File: config.mk
export PLATFORM = sky130hd
export DESIGN_NAME = host_irq_ctrl
export DESIGN_NICKNAME = d
export VERILOG_FILES = /design/src/rtl/host_irq_ctrl.sv
export SDC_FILE = /design/constraint.sdc
export NUM_CORES = 1
export LEC_CHECK = 0
export BUFFER_PORTS_ARGS = -buffer_cell sky130_fd_sc_hd__buf_4
export CAP_MARGIN = 10
export CORE_ASPECT_RATIO = 0.75
export CORE_MARGIN = 3
export CORE_UTILIZATION = 31
export CTS_BUF_LIST = sky130_fd_sc_hd__clkbuf_4 sky130_fd_sc_hd__clkbuf_8 sky130_fd_sc_hd__clkbuf_16
export DETAILED_ROUTE_END_ITERATION = 7
export GPL_TIMING_DRIVEN = 0
export HOLD_SLACK_MARGIN = 0.02
export PLACE_DENSITY = 0.63
export SLEW_MARGIN = 20
export SYNTH_ARGS = -nofsm -noshare
export SYNTH_HDL_FRONTEND = slang
export SYNTH_SLANG_ARGS = --single-unit
File: constraint.sdc
create_clock -name clk -period 3.2 [get_ports clk]
set_input_delay 0.32 -clock clk [delete_from_list [all_inputs] [get_ports clk]]
set_output_delay 0.32 -clock clk [all_outputs]
set_load 0.03 [all_outputs]
File: src/rtl/host_irq_ctrl.sv
module host_irq_ctrl #(
  parameter int NSRC = 18,
  parameter int DW = 32,
  parameter int AW = 3,
  parameter logic [NSRC-1:0] IMPL = 18'h347FF,
  parameter logic [NSRC-1:0] MASK_RST = 18'h00001,
  parameter int EN_BIT = 5,
  parameter int LOW_BIT = 7
) (
  input  logic          clk,
  input  logic          rst_n,
  input  logic [NSRC-1:0] src_pulse,
  input  logic [AW-1:0] reg_addr,
  input  logic          reg_wr,
  input  logic          reg_rd,
  input  logic [DW-1:0] reg_wdata,
  output logic [DW-1:0] reg_rdata,
  output logic          host_irq
);
  localparam logic [AW-1:0] A_MASK = AW'(0);
  localparam logic [AW-1:0] A_MSET = AW'(1);
  localparam logic [AW-1:0] A_MCLR = AW'(2);
  localparam logic [AW-1:0] A_VIEW = AW'(3);
  localparam logic [AW-1:0] A_COR  = AW'(4);
  localparam logic [AW-1:0] A_ACK  = AW'(5);
  localparam logic [AW-1:0] A_CFG  = AW'(6);

  logic [NSRC-1:0] mask_q, status_q, clr;
  logic cfg_en, cfg_low, irq_q;
  logic [NSRC-1:0] wbits;
  logic unused_wbits;

  assign wbits = reg_wdata[NSRC-1:0];
  assign unused_wbits = ^reg_wdata[DW-1:NSRC];

  always_comb begin
    clr = '0;
    if (reg_rd && reg_addr == A_COR) clr = '1;
    if (reg_wr && reg_addr == A_ACK) clr = clr | wbits;
  end

  always_ff @(posedge clk) begin
    if (!rst_n) begin
      mask_q   <= MASK_RST;
      status_q <= '0;
      cfg_en   <= 1'b0;
      cfg_low  <= 1'b0;
      irq_q    <= 1'b0;
    end else begin
      if (reg_wr) begin
        case (reg_addr)
          A_MASK: mask_q <= wbits;
          A_MSET: mask_q <= mask_q | wbits;
          A_MCLR: mask_q <= mask_q & ~wbits;
          A_CFG: begin
            cfg_en  <= reg_wdata[EN_BIT];
            cfg_low <= reg_wdata[LOW_BIT];
          end
          default: ;
        endcase
      end
      status_q <= (status_q & ~clr) | (src_pulse & IMPL);
      irq_q    <= |(status_q & ~mask_q);
    end
  end

  always_comb begin
    reg_rdata = '0;
    if (reg_rd) begin
      case (reg_addr)
        A_MASK: reg_rdata = DW'(mask_q);
        A_VIEW, A_COR: reg_rdata = DW'(status_q);
        A_CFG: begin
          reg_rdata[EN_BIT]  = cfg_en;
          reg_rdata[LOW_BIT] = cfg_low;
        end
        default: ;
      endcase
    end
  end

  assign host_irq = cfg_en ? (irq_q ^ cfg_low) : cfg_low;
endmodule

==> results.toml <==
[outcome]
run_status = "complete, no violations"

[final_layout]
multi_input_area_um2 = 1388
n_antenna_cell = 0
num-fill-cells = 743
seq_area_um2 = 780.7
drive_above_1_share = 0.2306
nNetsFinal = 442
area_growth_pct = 29.42

[floorplan]
fp.dieW_um = 106.9
fp.dieH_um = 81.70
fp-row-count = 26
ios = 90
coreArea_um2 = 7092
initial_core_util = 0.3340
dieArea_um2 = 8736

[synthesis]
synthFlopType = "dfxtp_1"
synthMuxAreaShare = 0.01690
yosysSeqAreaShare = 0.3296
synth_top_area_cell = "dfxtp_1"
synth_top_cell_area_share = 0.3296
avgSynthCellArea_um2 = 7.640
synth_top_family_by_area = "compound AO/OA/AOI/OAI gates"
yosysWarnings = 0
synth_edf_count = 0
syn_inst = 310
netlist_area_um2 = 2369
synth_simple_gate_area_frac = 0.2509
synth-adder-area-share = 0
async_flop_share = 0
synth_xor_area_frac = 0.003698
synth_area_leaders = "dfxtp_1 33%, nand2_1 7.4%, o21ai_0 7.4%, nor2b_1 7.1%, a22oi_1 5.7%"
synth-compound-area-share = 0.2921
ys_types = 32
synth-seq-cells = 39

[pwr]
pwr-share-clk = 0.358
combPwrFrac = 0.200
ir_drop_mv = 0.1881
p_sw_frac = 0.2929
seqPwrFrac = 0.442
power.total_w = 0.001190
intPower_w = 0.0008413
switchingPower_w = 0.0003485
p_leak_nw = 1.265
power_density_nw_per_um2 = 388.1

[clock_network]
hold_buffers = 0
clock_sinks = 39
root_buffer = "clkbuf_8"
cts_tree = "yes"
post_cts_buffers = 0
cts_resized = 0
insertion_delay_ns = 0.30
cts_made_buffers = 5
clockBufferDepth = 2
path_clk_slew_ns = 0.08
cts.htree.levels = 2

[grt]
grt_pass1_wl_um = 11820
grt_max_degree = 14
antenna_found_initial = 0
grt_overflow = 0
track_usage = 0.1759
grt_pass1_vias = 2324

[worst_setup_path]
worst_path_max_delay_cell = "nor3b_2"
crit_type = "in -> out"
cp_cell_sequence = "buf_2, nor3b_2, clkbuf_1, nand2_1, o21ai_0, and2_1, buf_4"
slowest_delay_ns = 0.54
endpoint_kind = "primary output"
required_ns = 2.88
critPathLaunchType = "input port"
crit_arrival_ns = 2.05
path_max_fanout = 10

[route]
drtAntennaViolNets = 0
wl_per_cell_um = 15.74
vias = 2493
viasPerCell = 5.151
postRouteWirelength_um = 7620
drc = 0
first_pass_iters = 5
drt-initial-drc-count = 170

[place]
hpwl_um = 5586
port_buffers = 55
gp_congestion = 0.8616

[timing]
skew_ns = 0.009621
worstMarginPinSlew_ns = 0.5932
min_period_ns = 2.372
max_freq_ghz = 0.4217
maxSlewViolCount = 0
slew_headroom = 0.6028
hold_viol = 0
rsz0062_at_grt = "no"
tns_ns = 0
setup_viol = 0
layout_worst_path_cycle_share = 0.7411

[run]
drv_cap = 0

[worst_hold_path]
hold_class = "in -> reg"
==> power by group through the flow <==
stage / Clock (W) / Combinational (W) / Sequential (W)
4_1_cts: 0.000430 / 0.000235 / 0.000525
3_5_place_dp: 0 / 0.000234 / 0.000537
2_1_floorplan: 0 / 0.000146 / 0.000531
5_1_grt: 0.000452 / 0.000259 / 0.000529
6_report: 0.000426 / 0.000238 / 0.000526
3_3_place_gp: 0 / 0.000231 / 0.000536
==> registers in the layout (all words and copies together), names as in the netlist <==
name and flops:
mask_q 18, irq_q 1, status_q 18, cfg_low 1, cfg_en 1
==> worst max-delay path, delay by kind of cell <==
kind / cells / cell delay, ns
compound gates: 1 / 0.14
buf+inv: 3 / 0.78
simple gates: 3 / 0.80
==> synth_stat cells, drive strengths merged, types with 2 or more instances <==
cell type and n:
a21boi 17, a221oi 7, a22oi 18, a31oi 7, and2 19, and3 5, buf 24, clkbuf 11
dfxtp 39, inv 14, mux2i 4, nand2 47, nand2b 6, nand3 2, nor2 4, nor2b 27
o2111ai 2, o21a 7, o21ai 35, o22ai 5, o2bb2ai 2
==> kinds of logic (layout without fill, tap and decap cells) <==
logic type | count (synthesis) | after routing
compound gates | 102 | 102
xor+xnor | 1 | 1
buf+inv | 49 | 112
flops | 39 | 39
mux | 4 | 4
other cells | 1 | 14
simple gates | 114 | 114
==> per-stage QoR <==
step	setup WS [ns]	instances	util	hold slack (ns)	instance area, µm²
6_report	0.8285	484	0.4323	0.2244	3065
5_1_grt	0.6661	484	0.4323	0.2209	3065
4_1_cts	0.8161	484	0.4323	0.2225	3065
3_5_place_dp	0.8227	476	0.4164	0.4763	2953
3_3_place_gp	0.9126	476	0.4164	0.4661	2953
2_1_floorplan	1.380	323	-	0.4441	2417
==> placed cells by master (no fill, tap or decap), types with 10 or more instances in the layout <==
master,instances
inv_1,14
a21boi_0,10
o21ai_0,35
dfxtp_1,39
and2_1,19
a22oi_1,18
conb_1,14
buf_2,10
nand2_1,47
nor2b_1,27
buf_4,69
clkbuf_1,11
==> path summary, 6_finish.rpt <==
path | start | to | slack [ns] | cells after the start
setup / recovery | reg_addr[1] | reg_rdata[9] | 0.83 | 7
setup reg to reg | mask_q[1] | irq_q | 1.55 | 4
hold / removal | src_pulse[6] | status_q[6] | 0.22 | 2
hold reg to reg | mask_q[3] | mask_q[3] | 0.49 | 2
==> layout make-up <==
| class | instances | share of cell area |
|---|---|---|
| clock buffers | 5 | 0.02245 |
| clock inverters | 3 | 0.01429 |
| plain buffers | 35 | 0.06408 |
| multi-input cells | 235 | 0.4527 |
| flip-flops and latches | 39 | 0.2547 |
| inverters | 14 | 0.01714 |
| repair buffers | 55 | 0.1347 |
| well taps | 98 | 0.04000 |
==> layer usage <==
| layer | routed length, µm | part of all wire | vias up | GRT usage |
|---|---|---|---|---|
| li1 | - | - | 1197 | - |
| met1 | 3775 | 0.50 | 1178 | 0.2566 |
| met2 | 3226 | 0.42 | 113 | 0.2626 |
| met3 | 563 | 0.074 | 5 | 0.03692 |
| met4 | 54 | 0.0071 | 0 | 0.04598 |
| met5 | 0 | 0 | - | 0 |
Power figures use the tool's default switching activity.
